<file path="config.mk">
export PLATFORM = sky130hd
export DESIGN_NAME = gpio_irq_steer
export DESIGN_NICKNAME = d
export VERILOG_FILES = /design/src/rtl/gpio_steer_pkg.sv /design/src/rtl/gpio_grp_or.sv /design/src/rtl/gpio_irq_view.sv /design/src/rtl/gpio_win_decode.sv /design/src/rtl/gpio_irq_steer.sv
export SDC_FILE = /design/constraint.sdc
export NUM_CORES = 1
export LEC_CHECK = 0
export BUFFER_PORTS_ARGS = -buffer_cell sky130_fd_sc_hd__buf_2
export CORE_ASPECT_RATIO = 1.5
export CORE_MARGIN = 1.5
export CORE_UTILIZATION = 55
export CTS_CLUSTER_SIZE = 14
export DETAILED_ROUTE_END_ITERATION = 7
export GPL_ROUTABILITY_DRIVEN = 0
export HOLD_SLACK_MARGIN = 0.05
export PLACE_DENSITY_LB_ADDON = 0.25
export SETUP_SLACK_MARGIN = 0.4
export SLEW_MARGIN = 10
export SYNTH_ARGS = -nofsm -noshare
export SYNTH_HDL_FRONTEND = slang
export SYNTH_HIERARCHICAL = 1
export SYNTH_SLANG_ARGS = --single-unit
</file>
<file path="constraint.sdc">
create_clock -name clk -period 3 [get_ports clk]
set_input_delay 0 -clock clk [delete_from_list [all_inputs] [get_ports clk]]
set_output_delay 0 -clock clk [all_outputs]
set_load 0.02 [all_outputs]
</file>
<file path="src/rtl/gpio_steer_pkg.sv">
package gpio_steer_pkg;

   // Kind of register selected by the window decoder
   typedef enum logic [1:0] {
      REG_NONE  = 2'd0,
      REG_CAUSE = 2'd1,
      REG_EMASK = 2'd2,
      REG_LMASK = 2'd3
   } reg_kind_e;

   // Per-CPU window layout: three banks, one word per CPU in each
   localparam int unsigned PC_STRIDE     = 4;
   localparam int unsigned PC_CAUSE_BASE = 'h00;
   localparam int unsigned PC_EMASK_BASE = 'h10;
   localparam int unsigned PC_LMASK_BASE = 'h20;
   localparam int unsigned PC_BANK_SPAN  = PC_EMASK_BASE - PC_CAUSE_BASE;

   // Main window: shared set
   localparam int unsigned GL_CAUSE_OFS  = 'h14;
   localparam int unsigned GL_EMASK_OFS  = 'h18;
   localparam int unsigned GL_LMASK_OFS  = 'h1C;

endpackage

</file>
<file path="src/rtl/gpio_grp_or.sv">
module gpio_grp_or #(
   parameter int unsigned WIDTH   = 32,
   parameter int unsigned GROUP_W = 8,
   localparam int unsigned NGRP   = WIDTH / GROUP_W
) (
   input  logic [WIDTH-1:0] vec,
   output logic [NGRP-1:0]  any
);

   for (genvar g = 0; g < NGRP; g++) begin : g_grp
      assign any[g] = |vec[g*GROUP_W +: GROUP_W];
   end

endmodule

</file>
<file path="src/rtl/gpio_irq_view.sv">
module gpio_irq_view #(
   parameter int unsigned NUM_PINS = 32,
   parameter int unsigned GROUP_W  = 8,
   localparam int unsigned NGRP    = NUM_PINS / GROUP_W
) (
   input  logic                clk,
   input  logic                rst_n,
   input  logic [NUM_PINS-1:0] edge_evt,
   input  logic [NUM_PINS-1:0] data_in,
   input  logic                cause_wr,
   input  logic                emask_wr,
   input  logic                lmask_wr,
   input  logic [NUM_PINS-1:0] wdata,
   output logic [NUM_PINS-1:0] cause,
   output logic [NUM_PINS-1:0] emask,
   output logic [NUM_PINS-1:0] lmask,
   output logic [NGRP-1:0]     irq
);

   logic [NUM_PINS-1:0] cause_kept;
   logic [NUM_PINS-1:0] pending;

   // Zeros in an acknowledge write clear; a new edge always wins
   assign cause_kept = cause_wr ? (cause & wdata) : cause;

   always_ff @(posedge clk) begin
      if (!rst_n) begin
         cause <= '0;
         emask <= '0;
         lmask <= '0;
      end else begin
         cause <= cause_kept | edge_evt;
         if (emask_wr) emask <= wdata;
         if (lmask_wr) lmask <= wdata;
      end
   end

   assign pending = (lmask & data_in) | (cause & emask);

   gpio_grp_or #(
      .WIDTH   (NUM_PINS),
      .GROUP_W (GROUP_W)
   ) u_grp (
      .vec (pending),
      .any (irq)
   );

endmodule

</file>
<file path="src/rtl/gpio_win_decode.sv">
module gpio_win_decode
   import gpio_steer_pkg::*;
#(
   parameter int unsigned ADDR_W      = 8,
   parameter int unsigned NUM_CPUS    = 4,
   parameter bit          GLOBAL_VIEW = 1'b1,
   localparam int unsigned NVIEW      = NUM_CPUS + 1
) (
   input  logic              bus_win,
   input  logic [ADDR_W-1:0] bus_addr,
   output logic [NVIEW-1:0]  sel_view,
   output reg_kind_e         sel_kind,
   output logic              hit
);

   // Slot NUM_CPUS is the global set
   always_comb begin
      sel_view = '0;
      sel_kind = REG_NONE;
      if (!bus_win) begin
         if (GLOBAL_VIEW) begin
            if (bus_addr == ADDR_W'(GL_CAUSE_OFS)) begin
               sel_view[NUM_CPUS] = 1'b1;
               sel_kind           = REG_CAUSE;
            end else if (bus_addr == ADDR_W'(GL_EMASK_OFS)) begin
               sel_view[NUM_CPUS] = 1'b1;
               sel_kind           = REG_EMASK;
            end else if (bus_addr == ADDR_W'(GL_LMASK_OFS)) begin
               sel_view[NUM_CPUS] = 1'b1;
               sel_kind           = REG_LMASK;
            end
         end
      end else begin
         for (int c = 0; c < NUM_CPUS; c++) begin
            if (bus_addr == ADDR_W'(PC_CAUSE_BASE + c*PC_STRIDE)) begin
               sel_view[c] = 1'b1;
               sel_kind    = REG_CAUSE;
            end
            if (bus_addr == ADDR_W'(PC_EMASK_BASE + c*PC_STRIDE)) begin
               sel_view[c] = 1'b1;
               sel_kind    = REG_EMASK;
            end
            if (bus_addr == ADDR_W'(PC_LMASK_BASE + c*PC_STRIDE)) begin
               sel_view[c] = 1'b1;
               sel_kind    = REG_LMASK;
            end
         end
      end
   end

   assign hit = (sel_kind != REG_NONE);

endmodule

</file>
<file path="src/rtl/gpio_irq_steer.sv">
module gpio_irq_steer
   import gpio_steer_pkg::*;
#(
   parameter int unsigned NUM_PINS    = 32,
   parameter int unsigned GROUP_W     = 8,
   parameter int unsigned NUM_CPUS    = 4,
   parameter int unsigned ADDR_W      = 8,
   parameter bit          GLOBAL_VIEW = 1'b1,
   localparam int unsigned NGRP       = NUM_PINS / GROUP_W,
   localparam int unsigned NVIEW      = NUM_CPUS + 1
) (
   input  logic                     clk,
   input  logic                     rst_n,
   input  logic                     bus_en,
   input  logic                     bus_we,
   input  logic                     bus_win,
   input  logic [ADDR_W-1:0]        bus_addr,
   input  logic [NUM_PINS-1:0]      bus_wdata,
   output logic [NUM_PINS-1:0]      bus_rdata,
   input  logic [NUM_PINS-1:0]      edge_evt,
   input  logic [NUM_PINS-1:0]      data_in,
   output logic [NUM_CPUS*NGRP-1:0] cpu_irq,
   output logic [NGRP-1:0]          global_irq
);

   // Elaboration-time parameter checks
   if (NUM_PINS % GROUP_W != 0) begin : g_bad_group
      $error("NUM_PINS must be a multiple of GROUP_W");
   end
   if (NUM_PINS > 32) begin : g_bad_pins
      $error("NUM_PINS is limited to one 32-bit word");
   end
   if (NUM_CPUS * PC_STRIDE > PC_BANK_SPAN) begin : g_bad_cpus
      $error("per-CPU banks would overlap");
   end
   if (ADDR_W < 6) begin : g_bad_addr
      $error("ADDR_W too narrow for the per-CPU window");
   end

   logic [NVIEW-1:0] sel_view;
   reg_kind_e        sel_kind;
   logic             rd_hit;
   logic             wr_go;

   logic [NUM_PINS-1:0] v_cause [NVIEW];
   logic [NUM_PINS-1:0] v_emask [NVIEW];
   logic [NUM_PINS-1:0] v_lmask [NVIEW];
   logic [NGRP-1:0]     v_irq   [NVIEW];
   logic [NVIEW-1:0]    v_cause_wr;
   logic [NVIEW-1:0]    v_emask_wr;
   logic [NVIEW-1:0]    v_lmask_wr;

   // Flattened per-CPU state for the bound checker
   logic [NUM_CPUS*NUM_PINS-1:0] pc_cause_flat;
   logic [NUM_CPUS*NUM_PINS-1:0] pc_emask_flat;
   logic [NUM_CPUS*NUM_PINS-1:0] pc_lmask_flat;
   logic [NUM_CPUS-1:0]          pc_cause_wr;

   gpio_win_decode #(
      .ADDR_W      (ADDR_W),
      .NUM_CPUS    (NUM_CPUS),
      .GLOBAL_VIEW (GLOBAL_VIEW)
   ) u_dec (
      .bus_win  (bus_win),
      .bus_addr (bus_addr),
      .sel_view (sel_view),
      .sel_kind (sel_kind),
      .hit      (rd_hit)
   );

   assign wr_go = bus_en & bus_we;

   for (genvar v = 0; v < NVIEW; v++) begin : g_strobe
      assign v_cause_wr[v] = wr_go & sel_view[v] & (sel_kind == REG_CAUSE);
      assign v_emask_wr[v] = wr_go & sel_view[v] & (sel_kind == REG_EMASK);
      assign v_lmask_wr[v] = wr_go & sel_view[v] & (sel_kind == REG_LMASK);
   end

   for (genvar c = 0; c < NUM_CPUS; c++) begin : g_cpu
      gpio_irq_view #(
         .NUM_PINS (NUM_PINS),
         .GROUP_W  (GROUP_W)
      ) u_view (
         .clk      (clk),
         .rst_n    (rst_n),
         .edge_evt (edge_evt),
         .data_in  (data_in),
         .cause_wr (v_cause_wr[c]),
         .emask_wr (v_emask_wr[c]),
         .lmask_wr (v_lmask_wr[c]),
         .wdata    (bus_wdata),
         .cause    (v_cause[c]),
         .emask    (v_emask[c]),
         .lmask    (v_lmask[c]),
         .irq      (v_irq[c])
      );
      assign cpu_irq[c*NGRP +: NGRP]           = v_irq[c];
      assign pc_cause_flat[c*NUM_PINS +: NUM_PINS] = v_cause[c];
      assign pc_emask_flat[c*NUM_PINS +: NUM_PINS] = v_emask[c];
      assign pc_lmask_flat[c*NUM_PINS +: NUM_PINS] = v_lmask[c];
      assign pc_cause_wr[c]                    = v_cause_wr[c];
   end

   if (GLOBAL_VIEW) begin : g_glob
      gpio_irq_view #(
         .NUM_PINS (NUM_PINS),
         .GROUP_W  (GROUP_W)
      ) u_view (
         .clk      (clk),
         .rst_n    (rst_n),
         .edge_evt (edge_evt),
         .data_in  (data_in),
         .cause_wr (v_cause_wr[NUM_CPUS]),
         .emask_wr (v_emask_wr[NUM_CPUS]),
         .lmask_wr (v_lmask_wr[NUM_CPUS]),
         .wdata    (bus_wdata),
         .cause    (v_cause[NUM_CPUS]),
         .emask    (v_emask[NUM_CPUS]),
         .lmask    (v_lmask[NUM_CPUS]),
         .irq      (v_irq[NUM_CPUS])
      );
   end else begin : g_no_glob
      assign v_cause[NUM_CPUS] = '0;
      assign v_emask[NUM_CPUS] = '0;
      assign v_lmask[NUM_CPUS] = '0;
      assign v_irq[NUM_CPUS]   = '0;
   end

   assign global_irq = v_irq[NUM_CPUS];

   // Read mux: one-hot view select, kind picks the register
   always_comb begin
      bus_rdata = '0;
      if (bus_en) begin
         for (int v = 0; v < NVIEW; v++) begin
            if (sel_view[v]) begin
               unique case (sel_kind)
                  REG_CAUSE: bus_rdata = bus_rdata | v_cause[v];
                  REG_EMASK: bus_rdata = bus_rdata | v_emask[v];
                  REG_LMASK: bus_rdata = bus_rdata | v_lmask[v];
                  default:   bus_rdata = bus_rdata;
               endcase
            end
         end
      end
   end

endmodule

</file>
==> results by group, run 1 <==
Route
  – 1st-pass router iterations: 7
  – # DRC: 0
  – Routed wire length: roughly 80000 µm
  – DRT antenna net count: 0
  – Wire length per cell: 23.7 µm
  – Initial drt markers: 1940
  – Vias per cell: 6.34
  – Via Count: about 21000

Timing
  – Final setup violation count: 0
  – Final Hold Fails: 0
  – Final max-slew violation count: 0
  – Worst slew margin: roughly a fifth
  – Max Freq: 0.379 GHz
  – Final worst slack: 0.362 ns
  – Setup tns final: 0 ns
  – Worst-Margin Slew: about 1.2 ns
  – RSZ-0062 raised after global routing: true
  – Hold slack: 0.321 ns
  – Final Cycle Share: between 80% and 90%
  – Final min period: approximately 2.6 ns
  – Clk_skew: 0 ns

CTS
  – Clk_lat worst skew: 0.57 ns
  – H-tree depth: 2
  – CTS Sinks: 480
  – CTS Buf Count: 46
  – CTS tree: built
  – Clock Tree Buf Depth: 3
  – Clock slew at reported path FFs: roughly 0.060 ns
  – Clock Root Buffer: clkbuf_16

Hold path
  – Hold path start: edge_evt[27]
  – Worst min-delay path category: input port to flip-flop

Finish
  – Register area: about 0.0096 mm²
  – Layout cells sized above 1: between 10% and 20%
  – Multi-input gate area: 0.0140 mm²
  – Area Overhead vs Synth: 15.2%
  – Core Util, Final: around 64%
  – Nets: approximately 2900
  – Fin area: a little under 0.03 mm²
  – Fillers: 3704

Critical path
  – Crit path launch: bus_addr[7]
  – R2r startpoint: g_cpu[3].u_view/cause[16]$_SDFF_PN0_
  – Crit. End Element: flip-flop
  – CP Class: input port to flip-flop
  – CP arrival: approximately 3 ns
  – Crit-path max FO: 16
  – Critical Path Start Type: input port
  – Required time of the critical path: about 3.5 ns

GRT
  – Vias in the first global route: 20963
  – GRT overflow: 0
  – Largest net degree at the start of global routing: 159
  – Gr usage total: 32.8%
  – First-pass GRT wire length: roughly 120000 µm
  – Initial antenna violation count: 2

Die
  – Core area: 0.0449 mm²
  – Die Y: about 260 µm
  – Die X-Extent: about 180 µm
  – Placement Rows: 95
  – # IOs: roughly 160
  – Die area: about 0.047 mm²
  – Initial Util: between 50 and 60%

Yosys
  – Yosys Warn Count: 6
  – Syn Nets: between 2000 and 3000
  – Synthesized instance count: 2531
  – Syn Area/Cell: between 9 and 10 µm²
  – Post-Synthesis Cell Area: about 0.025 mm²

Placement
  – Placed instance area: around 0.026 mm²
  – Buffers on Ports: between 150 and 200
  – Detailed placer's ending HPWL: just under 50000 µm
  – Pre-CTS setup slack: 0.345 ns

Flow run
  – # Max-Cap Violations: 0

Power
  – Pleak: about 9.8 nW
  – Max rail drop VDD: between 0.0003 and 0.0004 V
  – Pwr/cell area: around 470 mW/mm²

Run status
  – Status: completed
## area by class of cell
class	instances	share of cell area (%)
diodes	1	0.00867
clock buffers	67	4.65
clock inverters	13	0.512
inverters	3	0.0390
multi-input cells	1863	48.6
flip-flops and latches	480	33.3
well taps	582	2.52
repair buffers	349	10.4
## registers in the layout, indices dropped and copies added (netlist names)
| name | cells |
|---|---|
| g_cpu.u_view/cause | 128 |
| g_cpu.u_view/emask | 128 |
| g_cpu.u_view/lmask | 128 |
| g_glob.u_view/cause | 32 |
| g_glob.u_view/emask | 32 |
| g_glob.u_view/lmask | 32 |
## metal layers
layer	routed length [µm]	track usage [%]	up-vias
met5	13	0	-
met3	5240	4.73	283
met1	31400	40.3	10386
met4	4420	16.4	2
met2	38500	55.7	921
li1	-	-	9705
## placed cells by master (no fill, tap or decap), types with 3 or more instances in the layout
cell and n:
dfxtp_1 480, mux2i_1 415, nor2b_1 322, a22o_1 256, nor3b_1 160, o21ai_1 160
nor2_1 160, buf_2 155, dlygate4sd3_1 96, mux2_2 85, a21oi_1 63, nand2_1 58
buf_4 57, clkbuf_16 50, nor4_1 40, a22oi_1 32, a211oi_1 31, buf_12 26
a221oi_1 23, mux2_1 11, clkbuf_1 11, clkbuf_8 9, a221oi_2 8, and3_2 8
clkinv_2 8, nor2_4 6, buf_6 5, buf_16 4, and2_2 3, bufinv_16 3
## worst max-delay path, stage by stage
cell and delay, ns:
buf_2 0.11, or4_4 0.59, nor3_4 0.67, nand2_1 0.31
nor2_4 0.17, buf_4 0.30, nor3b_1 0.29, nor2_1 0.08
dlygate4sd3_1 0.55
## metrics by stage
stage	cells	power [W]
final	3358	0.0135
after CTS	3338	0.0135
after global placement	3159	0.00757
after floorplan	2531	0.00721
after global routing	3357	0.0139
after detailed placement	3159	0.00760
## power by group
| part | internal (W) | switching (W) |
|---|---|---|
| clock | 0.00335 | 0.00254 |
| combinational | 0.000424 | 0.000535 |
| sequential | 0.00653 | 0.000127 |
| total | 0.0103 | 0.00320 |
## worst paths after layout
path	to	slack, ns	depth (start not counted)
max	g_glob.u_view/cause[9]$_SDFF_PN0_	0.36	9
min	g_cpu[3].u_view/cause[27]$_SDFF_PN0_	0.32	4
max reg2reg	g_cpu[3].u_view/cause[16]$_SDFF_PN0_	1.75	3
min reg2reg	g_cpu[1].u_view/cause[23]$_SDFF_PN0_	0.53	2
## what timing repair did
item                                    CTS  global route
gates resized for setup                   2            23
endpoints found under the setup margin   11            33
hold endpoints to repair                480             0
setup buffers                             2            15
pin swaps                                 1             3
gates cloned                              1             4
hold buffers                             96             0
(Power assumes the default switching activity.)
==> inputs of run 2 (changes only) <==
--- a/config.mk
+++ b/config.mk
@@ -7,13 +7,15 @@
 export LEC_CHECK = 0
 export BUFFER_PORTS_ARGS = -buffer_cell sky130_fd_sc_hd__buf_2
 export CORE_ASPECT_RATIO = 1.5
-export CORE_MARGIN = 1.5
+export CORE_MARGIN = 2
 export CORE_UTILIZATION = 55
+export CTS_BUF_LIST = sky130_fd_sc_hd__clkbuf_4
 export CTS_CLUSTER_SIZE = 14
 export DETAILED_ROUTE_END_ITERATION = 7
 export GPL_ROUTABILITY_DRIVEN = 0
 export HOLD_SLACK_MARGIN = 0.05
 export PLACE_DENSITY_LB_ADDON = 0.25
+export REMOVE_ABC_BUFFERS = 1
 export SETUP_SLACK_MARGIN = 0.4
 export SLEW_MARGIN = 10
 export SYNTH_ARGS = -nofsm -noshare
==> results by group, run 2 (synthesis gave the netlist of run 1 again) <==
Run status
  – Status: completed

CTS
  – Clock slew at reported path FFs: 0.06 ns
  – Clk_lat worst skew: a little over 0.8 ns
  – Clock Root Buffer: clkbuf_4
  – CTS tree: built
  – CTS Sinks: 480
  – H-tree depth: 3
  – CTS Buf Count: 113
  – Clock Tree Buf Depth: 3

Finish
  – Core Util, Final: 65.1%
  – Layout cells sized above 1: 18.3%
  – Regs by FF count: g_cpu.u_view/cause x128, g_cpu.u_view/emask x128, g_cpu.u_view/lmask x128
  – Nets: about 3000
  – Commonest non-fill, non-tap cells in the layout: dfxtp_1, mux2i_1, nor2b_1
  – Commonest non-fill, non-tap cell in the layout: dfxtp_1
  – Area Overhead vs Synth: 16.8%
  – Fillers: around 3800

Timing
  – Final worst slack: 0.361 ns
  – RSZ-0062 raised after global routing: true
  – Final max-slew violation count: 0
  – Final Hold Fails: 0
  – Final setup violation count: 0
  – Clk_skew: 0 ns
  – Worst slew margin: between 30 and 40%
  – Worst-Margin Slew: 0.943 ns
  – Max Freq: about 0.38 GHz
  – Final min period: between 2 and 3 ns
  – Final Cycle Share: 88.0%

Critical path
  – Required time of the critical path: 3.00 ns
  – CP Class: flip-flop to primary output
  – Worst path max stage delay: about 0.80 ns
  – CP arrival: ~2.6 ns
  – Cell Chain, Critical Path: a22o_1, nor4_1, nand2_1, buf_2
  – Crit. End Element: primary output
  – Crit-path max FO: 3
  – Critical Path Start Type: flip-flop
  – CP max stage cell: nor4_1

GRT
  – Initial antenna violation count: 5
  – First-pass GRT wire length: about 120000 µm
  – Vias in the first global route: approximately 22000
  – GRT overflow: 0
  – Gr usage total: between 30 and 40%
  – Largest net degree at the start of global routing: roughly 160

Die
  – Die Y: between 200 and 300 µm
  – Die X-Extent: around 180 µm
  – Die area: between 0.04 and 0.05 mm²
  – Placement Rows: 95
  – Initial Util: a little under three fifths
  – Core area: between 0.04 and 0.05 mm²
  – # IOs: between 150 and 200

Route
  – # DRC: 0
  – Routed wire length: just under 80000 µm
  – 1st-pass router iterations: 8
  – Wire length per cell: 22.4 µm
  – Via Count: approximately 22000
  – Initial drt markers: between 1500 and 2000
  – Vias per cell: 6.20
  – DRT antenna net count: 0

Placement
  – Buffers on Ports: 160
  – Pre-CTS setup slack: 0.305 ns
  – Detailed placer's ending HPWL: roughly 47000 µm

Power
  – Psw: roughly 0.0033 W
  – Pwr/cell area: 439 mW/mm²
  – Switching share of power: around 26%
  – Cell Int Power: between 0.009 and 0.01 W
  – Comb power frac: 7.9%
  – Clock share of power: a little over 40%
  – Max rail drop VDD: between 0.0003 and 0.0004 V
  – Sequential Power Share: between 50 and 60%
  – Pleak: roughly 10 nW

Flow run
  – # Max-Cap Violations: 0

Hold path
  – Worst min-delay path category: input port to flip-flop
-- run 2: cell count changes in the layout (fill, tap and decap cells not counted), sizes merged --
cell	previous run	this run
clkbuf	70	171
buf	249	245
bufinv	3	0
dlygate4sd3	96	158
nor2	167	166
clkinv	9	28
diode	1	6
-- run 2: layout make-up --
type | instances | area [µm²] | share of cell area, %
antenna | 6 | 15.0 | 0.0513
clock buffer | 167 | 1250 | 4.28
inverter | 3 | 11.3 | 0.0385
sequential | 480 | 9610 | 32.8
multi-input combinational | 1862 | 14000 | 47.9
tap | 582 | 728 | 2.49
clock inverter | 29 | 113 | 0.385
timing repair buffer | 408 | 3530 | 12.1
-- run 2: worst paths after layout --
check	to	start	slack, ns	cells after the start
worst min register to register	g_glob.u_view/cause[28]$_SDFF_PN0_	g_glob.u_view/cause[28]$_SDFF_PN0_	0.53	2
worst max-delay path	global_irq[3]	g_glob.u_view/lmask[28]$_SDFFE_PN0P_	0.36	4
worst min-delay path	g_cpu[1].u_view/cause[5]$_SDFF_PN0_	edge_evt[5]	0.11	4
worst max register to register	g_glob.u_view/cause[17]$_SDFF_PN0_	g_glob.u_view/cause[17]$_SDFF_PN0_	1.24	4
-- run 2: power by group through the flow --
stage | Clock, W | Sequential [W] | Combinational, W
after floorplan | 0 | 0.00675 | 0.000394
after global placement | 0 | 0.00678 | 0.000782
after detailed placement | 0 | 0.00678 | 0.000803
after CTS | 0.00526 | 0.00664 | 0.000980
after global routing | 0.00559 | 0.00666 | 0.00109
final | 0.00518 | 0.00665 | 0.00102
-- run 2: layer usage --
metal,vias to the layer above,part of all wire (%),GRT usage (%)
met5,-,0.016,0
met4,2,5.1,18.2
met3,265,7.3,5.72
met2,960,48,54.6
met1,10663,40,39.2
li1,10032,-,-
-- run 2: what timing repair did --
item | in CTS | in global routing
gates resized for setup | 2 | 8
hold endpoints to repair | 480 | 0
hold buffers | 159 | 0
cloned | 1 | 4
setup buffers | 0 | 13
pin swaps | 1 | 3
setup endpoints to repair | 5 | 29
-- run 2: metrics by stage --
step | total power, W | area (µm²) | cells | setup TNS [ns] | hold slack, ns
after floorplan | 0.00715 | 23500 | 2345 | -6017.74 | 0.128
after global placement | 0.00756 | 26000 | 3159 | 0 | 0.362
after detailed placement | 0.00759 | 26000 | 3159 | 0 | 0.382
after CTS | 0.0129 | 29000 | 3515 | 0 | 0.0512
after global routing | 0.0133 | 29300 | 3534 | 0 | 0.112
final | 0.0128 | 29300 | 3537 | 0 | 0.106
-- run 2: critical path: cells and delay by family, from the launching register on --
family          cells  cell delay [ns]
buf+inv             1             0.22
simple gates        2             0.99
flops               1             0.32
compound gates      1             0.25
